==> src/rtl/svc_wdog_pkg.sv <==
package svc_wdog_pkg;

    localparam int DATA_W = 16;
    localparam int TO_W   = 8;

    typedef struct packed {
        logic [TO_W-1:0] timeout;
        logic [1:0]      rsvd;
        logic            ext_force_n;
        logic            sw_rst_n;
        logic            ext_on_to;
        logic            en;
        logic            dbg_sus;
        logic            lp_sus;
    } ctl_t;

    localparam ctl_t CTL_RESET = '{timeout: '0, rsvd: 2'b00, ext_force_n: 1'b1,
                                   sw_rst_n: 1'b1, ext_on_to: 1'b0, en: 1'b0,
                                   dbg_sus: 1'b0, lp_sus: 1'b0};

    typedef enum logic {KEY_IDLE, KEY_ARMED} key_state_e;
    typedef enum logic [1:0] {CNT_STOPPED, CNT_RUNNING, CNT_EXPIRED} cnt_state_e;
    typedef enum logic [1:0] {PLS_QUIET, PLS_HOLD, PLS_SPENT} pls_state_e;

endpackage

==> src/rtl/svc_wdog_keydet.sv <==
module svc_wdog_keydet
    import svc_wdog_pkg::*;
#(
    parameter int          DW    = 16,
    parameter logic [DW-1:0] KEY_A = 16'h5555,
    parameter logic [DW-1:0] KEY_B = 16'hAAAA
) (
    input  logic          clk,
    input  logic          rst_n,
    input  logic          wr,
    input  logic [DW-1:0] data,
    output logic          svc_ok
);

    key_state_e state_q, state_d;

    always_ff @(posedge clk or negedge rst_n) begin
        if (!rst_n) state_q <= KEY_IDLE;
        else        state_q <= state_d;
    end

    always_comb begin
        state_d = state_q;
        unique case (state_q)
            KEY_IDLE:  if (wr && data == KEY_A) state_d = KEY_ARMED;
            KEY_ARMED: if (wr)                  state_d = KEY_IDLE;
            default:                            state_d = KEY_IDLE;
        endcase
    end

    always_comb begin
        svc_ok = (state_q == KEY_ARMED) && wr && (data == KEY_B);
    end

endmodule

==> src/rtl/svc_wdog_count.sv <==
module svc_wdog_count
    import svc_wdog_pkg::*;
#(
    parameter int CW = 9
) (
    input  logic          clk,
    input  logic          rst_n,
    input  logic          en,
    input  logic          susp,
    input  logic          tick,
    input  logic          reload,
    input  logic [CW-1:0] load_val,
    output logic          fire,
    output logic          expired
);

    cnt_state_e    state_q, state_d;
    logic [CW-1:0] cnt_q, cnt_d;
    logic          step;

    assign step = tick && !susp;

    always_ff @(posedge clk or negedge rst_n) begin
        if (!rst_n) begin
            state_q <= CNT_STOPPED;
            cnt_q   <= '0;
        end else begin
            state_q <= state_d;
            cnt_q   <= cnt_d;
        end
    end

    always_comb begin
        state_d = state_q;
        cnt_d   = cnt_q;
        unique case (state_q)
            CNT_STOPPED: begin
                if (en) begin
                    state_d = CNT_RUNNING;
                    cnt_d   = load_val;
                end
            end
            CNT_RUNNING: begin
                if (reload) begin
                    cnt_d = load_val;
                end else if (step) begin
                    if (cnt_q == CW'(1)) begin
                        state_d = CNT_EXPIRED;
                        cnt_d   = '0;
                    end else begin
                        cnt_d = cnt_q - CW'(1);
                    end
                end
            end
            CNT_EXPIRED: ;
            default: state_d = CNT_STOPPED;
        endcase
    end

    always_comb begin
        fire    = (state_q == CNT_RUNNING) && !reload && step && (cnt_q == CW'(1));
        expired = (state_q == CNT_EXPIRED);
    end

endmodule

==> src/rtl/svc_wdog_pulse.sv <==
module svc_wdog_pulse
    import svc_wdog_pkg::*;
#(
    parameter int PULSE_CYCLES = 4
) (
    input  logic clk,
    input  logic rst_n,
    input  logic trig,
    input  logic trig_ext,
    output logic active,
    output logic route_ext
);

    localparam int PW = $clog2(PULSE_CYCLES + 1);

    pls_state_e    state_q, state_d;
    logic [PW-1:0] left_q, left_d;
    logic          ext_q, ext_d;

    always_ff @(posedge clk or negedge rst_n) begin
        if (!rst_n) begin
            state_q <= PLS_QUIET;
            left_q  <= '0;
            ext_q   <= 1'b0;
        end else begin
            state_q <= state_d;
            left_q  <= left_d;
            ext_q   <= ext_d;
        end
    end

    always_comb begin
        state_d = state_q;
        left_d  = left_q;
        ext_d   = ext_q;
        unique case (state_q)
            PLS_QUIET: begin
                if (trig) begin
                    state_d = PLS_HOLD;
                    left_d  = PW'(PULSE_CYCLES - 1);
                    ext_d   = trig_ext;
                end
            end
            PLS_HOLD: begin
                if (left_q == '0) begin
                    state_d = PLS_SPENT;
                    ext_d   = 1'b0;
                end else begin
                    left_d = left_q - PW'(1);
                end
            end
            PLS_SPENT: ;
            default: state_d = PLS_QUIET;
        endcase
    end

    always_comb begin
        active    = (state_q == PLS_HOLD);
        route_ext = (state_q == PLS_HOLD) && ext_q;
    end

endmodule

==> src/rtl/svc_watchdog.sv <==
module svc_watchdog
    import svc_wdog_pkg::*;
#(
    parameter int PULSE_CYCLES = 4
) (
    input  logic              clk,
    input  logic              rst_n,
    input  logic              ctl_wr_i,
    input  logic              svc_wr_i,
    input  logic [DATA_W-1:0] wdata_i,
    input  logic              tick_i,
    input  logic              lowpwr_i,
    input  logic              debug_i,
    output logic [DATA_W-1:0] ctl_o,
    output logic              sys_rst_o,
    output logic              ext_rst_o
);

    localparam int CW = TO_W + 1;

    ctl_t ctl_q, ctl_wr;
    logic svc_ok, tmo_fire, expired, susp, trig, pls_active, pls_ext;
    logic [CW-1:0] load_val;

    assign ctl_wr = ctl_t'(wdata_i);

    always_ff @(posedge clk or negedge rst_n) begin
        if (!rst_n) begin
            ctl_q <= CTL_RESET;
        end else if (ctl_wr_i) begin
            ctl_q      <= ctl_wr;
            ctl_q.rsvd <= 2'b00;
            ctl_q.en   <= ctl_q.en | ctl_wr.en;
        end
    end

    assign susp     = (ctl_q.lp_sus && lowpwr_i) || (ctl_q.dbg_sus && debug_i);
    assign load_val = {1'b0, ctl_q.timeout} + CW'(1);

    svc_wdog_keydet #(.DW(DATA_W)) u_key (
        .clk    (clk),
        .rst_n  (rst_n),
        .wr     (svc_wr_i),
        .data   (wdata_i),
        .svc_ok (svc_ok)
    );

    svc_wdog_count #(.CW(CW)) u_cnt (
        .clk      (clk),
        .rst_n    (rst_n),
        .en       (ctl_q.en),
        .susp     (susp),
        .tick     (tick_i),
        .reload   (svc_ok),
        .load_val (load_val),
        .fire     (tmo_fire),
        .expired  (expired)
    );

    assign trig = tmo_fire || (ctl_q.en && !ctl_q.sw_rst_n);

    svc_wdog_pulse #(.PULSE_CYCLES(PULSE_CYCLES)) u_pls (
        .clk       (clk),
        .rst_n     (rst_n),
        .trig      (trig),
        .trig_ext  (tmo_fire && ctl_q.ext_on_to),
        .active    (pls_active),
        .route_ext (pls_ext)
    );

    assign ctl_o     = ctl_q;
    assign sys_rst_o = pls_active;
    assign ext_rst_o = pls_ext || !ctl_q.ext_force_n;

endmodule

==> config.mk <==
export PLATFORM = sky130hd
export DESIGN_NAME = svc_watchdog
export DESIGN_NICKNAME = d
export VERILOG_FILES = /design/src/rtl/svc_wdog_pkg.sv /design/src/rtl/svc_wdog_keydet.sv /design/src/rtl/svc_wdog_count.sv /design/src/rtl/svc_wdog_pulse.sv /design/src/rtl/svc_watchdog.sv
export SDC_FILE = /design/constraint.sdc
export NUM_CORES = 1
export LEC_CHECK = 0
export BUFFER_PORTS_ARGS = -buffer_cell sky130_fd_sc_hd__buf_2
export CAP_MARGIN = 15
export CELL_PAD_IN_SITES_DETAIL_PLACEMENT = 0
export CELL_PAD_IN_SITES_GLOBAL_PLACEMENT = 1
export CORE_ASPECT_RATIO = 1.25
export CORE_MARGIN = 2
export CORE_UTILIZATION = 45
export CTS_BUF_LIST = sky130_fd_sc_hd__clkbuf_16
export DETAILED_ROUTE_END_ITERATION = 10
export PLACE_DENSITY_LB_ADDON = 0.08
export SLEW_MARGIN = 20
export SYNTH_ARGS = -nofsm -noshare
export SYNTH_HDL_FRONTEND = slang
export SYNTH_SLANG_ARGS = --single-unit
==> constraint.sdc <==
create_clock -name clk -period 5.8 [get_ports clk]
set_input_delay 1.74 -clock clk [delete_from_list [all_inputs] [get_ports clk]]
set_output_delay 1.74 -clock clk [all_outputs]
set_load 0.02 [all_outputs]
==> impl_metrics.tcl <==
set metrics [dict create \
    power.density_nw_per_um2 310 \
    ys_ff_latch 32 \
    vias 1743 \
    clock_skew_ns 0.00736 \
    clk_path_buf_depth 2 \
    wl_per_cell_um 17.5 \
    cp-end-kind "flop" \
    area_growth_pct 19.2 \
    power.switching_w 0.000220 \
    cts-root-buf "clkbuf_16" \
    hold_path.class "flop to flop" \
    wl_mm 5.17 \
    netlist_instances 200 \
    cts_tree "yes" \
    mappedNetlistArea_um2 2000 \
    track_usage_pct 22.5 \
    synth-compound-area-share_pct 17.7 \
    cts_sinks 32 \
    pre_cts_slack_ns 2.02 \
    diodes 0 \
    num_io_pins 41 \
    post-cts-setup-buffer-count 0 \
    dp.final_hpwl_mm 4.04 \
    yosys_warnings 0 \
    dieHeight_um 78.5 \
    min_period_over_period_pct 60.7 \
    h-tree-depth 2 \
    async_flop_share_pct 100 \
    drt_iter0_drc 176 \
    pwr-share-clk_pct 39.9 \
    cp.arrival_ns 3.67 \
    use_met1_pct 24.3 \
    power.leakage_nw 1.00 \
    ctsHoldBuffers 0 \
    grt-busiest-layer "met2" \
    max_clock_freq_mhz 284 \
    rsz0062_at_grt "false" \
    ff2ff_setup_slack_ns 3.51 \
    cp_max_fo 8 \
    synthSimpleGateAreaFrac_pct 22.7 \
    grt_max_degree 33 \
    power.internal_w 0.000517 \
    multi_input_area_um2 1110 \
    worstMarginPinSlew_ns 0.749 \
    die_area_um2 4990 \
    cts_resized 0 \
    fillers 433 \
    max_slew_margin_pct 50.1 \
    antenna_found_initial 0 \
    irDropWorstVdd_mv 0.171 \
    p_total_w 0.000737 \
    synth-adder-area-share_pct 3.13 \
    setup_viol 0 \
    ff_latch_area_um2 803 \
    drv_slew 0 \
    die_w_um 63.6 \
    grt_pass1_wl_mm 8.75 \
    drive_above_1_share_pct 24.8 \
    worst_slack_ns 2.28 \
    numCtsBuffers 5 \
    syn_area_per_cell_um2 9.98 \
    nNetsFinal 265 \
    port_buffers 38 \
    crit_type "input pin to flop" \
    fin_setup_tns_ns 0 \
    grtUsageMet3_pct 4.30 \
    insertion_delay_ns 0.28 \
    ys_seq_area_share_pct 40.2 \
    layout.cells.non_filler 296 \
    viasPerCell 5.89 \
    hold_violations 0 \
    ys.flop_type "dfrtp_1" \
    place_inst 288 \
    grt_use_met2_pct 40.9 \
    p_sw_share_pct 29.8 \
    sequentialPowerShare_pct 40.9 \
    rows 27 \
    clk_pin_slew_ns 0.05 \
    status "complete, no violations" \
    combPwrFrac_pct 19.1 \
    cp-start-kind "input pin" \
    core_area_um2 4320 \
    ant_nets 0 \
    firstDrtPassIters 4 \
    synth_top_family_by_area "simple AND/OR/NAND/NOR gates" \
    max-cap-violations 0 \
    synth_xor_area_share_pct 2.19 \
    synth_edf_count 0 \
    place_congestion 0.841 \
    grt_pass1_vias 1859 \
    initial_core_util_pct 46.2 \
    worstPathRequired_ns 5.95 \
    min_period_ns 3.52 \
    muxShareOfSynthArea_pct 9.34 \
    grt.overflow.total 0 \
    holdWs_ns 0.514 \
    drcViolationCount 0 \
    synth_cell_types 56 \
]
==> logic make-up (layout without fill, tap and decap cells) <==
logic type,count (synthesis),in the layout
simple gates,75,75
mux,17,17
other cells,1,2
buf+inv,21,58
compound gates,44,44
fa+ha+maj,5,5
flops,32,32
xor+xnor,5,5
==> area by class of cell <==
class,count,share of cell area [%]
Multi-Input combinational cell,148,46.5
Sequential cell,32,33.8
Timing Repair Buffer,38,7.99
Clock buffer,5,5.26
Tap cell,58,3.05
Inverter,12,1.89
Clock inverter,3,1.58
==> sequential cells by signal, indices dropped and copies added, names as in the netlist <==
signal / flops
u_pls.ext_q: 1
u_pls.state_q: 2
u_key.state_q: 1
u_cnt.state_q: 2
ctl_o: 14
u_pls.left_q: 3
u_cnt.cnt_q: 9
==> through the flow <==
stage | util, % | cell area (um^2)
after floorplan | - | 2000
after global placement | 51.3 | 2220
after detailed placement | 51.3 | 2220
after CTS | 55.0 | 2380
after global routing | 55.0 | 2380
final | 55.0 | 2380
==> power by group through the flow <==
stage / clock, W / sequential [W] / combinational (W)
final: 0.000294 / 0.000301 / 0.000141
after global routing: 0.000308 / 0.000307 / 0.000155
after CTS: 0.000299 / 0.000301 / 0.000142
after detailed placement: 0 / 0.000304 / 0.000142
after global placement: 0 / 0.000303 / 0.000140
after floorplan: 0 / 0.000288 / 0.0000992
==> path summary, 6_finish.rpt <==
| path | endpoint | startpoint | cells after the start |
|---|---|---|---|
| max in group asynchronous | u_pls.ext_q | rst_n | 1 |
| worst min register to register | u_pls.left_q[0] | u_pls.left_q[0] | 1 |
| worst min-delay path | u_pls.left_q[0] | u_pls.left_q[0] | 1 |
| worst max register to register | u_pls.left_q[1] | u_cnt.cnt_q[0] | 6 |
| worst max-delay path | u_cnt.cnt_q[8] | wdata_i[10] | 6 |
| min in group asynchronous | u_cnt.cnt_q[4] | rst_n | 1 |
==> critical path, stage by stage <==
cell	delay [ns]
buf_2	0.11
and4bb_1	0.30
or4b_1	0.63
o21a_4	0.30
a21oi_4	0.25
mux2_1	0.36
==> cells in the mapped netlist, types with 2 or more instances <==
cell / instances / area (um^2)
mux2_2: 5 / 56.3
nor3b_1: 2 / 15.0
and4_1: 2 / 17.5
nor4bb_1: 4 / 40.0
nand4_1: 6 / 37.5
buf_4: 3 / 22.5
o21ai_1: 2 / 10.0
inv_1: 12 / 45.0
nor4_1: 5 / 31.3
nand2_1: 16 / 60.1
o21a_1: 2 / 15.0
o21ai_0: 7 / 35.0
nor2_1: 7 / 26.3
dfstp_2: 2 / 52.6
or4_1: 2 / 15.0
ha_1: 5 / 62.6
nor3_1: 4 / 20.0
nor2b_1: 4 / 25.0
mux2_1: 8 / 90.1
o211ai_1: 4 / 30.0
xor2_1: 4 / 35.0
mux2i_1: 4 / 40.0
dfrtp_1: 30 / 751
clkbuf_1: 5 / 18.8
o32ai_1: 2 / 17.5
o2111ai_1: 2 / 17.5
a21oi_1: 7 / 35.0
nor4b_1: 2 / 17.5
a22o_1: 4 / 35.0
nand3_1: 8 / 40.0
nand2b_1: 5 / 31.3
==> cells in the final DEF, fill, tap and decap left out, drive strengths merged, types with 3 or more instances in the layout <==
| master | synthesis | routed |
|---|---|---|
| a21oi | 8 | 8 |
| a22o | 4 | 4 |
| buf | 4 | 38 |
| clkbuf | 5 | 5 |
| dfrtp | 30 | 30 |
| ha | 5 | 5 |
| inv | 12 | 12 |
| mux2 | 13 | 13 |
| mux2i | 4 | 4 |
| nand2 | 16 | 16 |
| nand2b | 5 | 5 |
| nand3 | 8 | 8 |
| nand4 | 6 | 6 |
| nor2 | 7 | 7 |
| nor2b | 4 | 4 |
| nor3 | 4 | 4 |
| nor4 | 6 | 6 |
| nor4bb | 4 | 4 |
| o2111ai | 3 | 3 |
| o211ai | 5 | 5 |
| o21a | 3 | 3 |
| o21ai | 10 | 10 |
| xor2 | 4 | 4 |
==> layer usage <==
layer / part of all wire [%] / vias to the layer above / wire (um)
li1: - / 827 / -
met1: 38 / 841 / 1990
met2: 53 / 57 / 2760
met3: 4.0 / 18 / 208
met4: 4.1 / 0 / 210
met5: 0 / - / 0
Power figures use the tool's default switching activity.
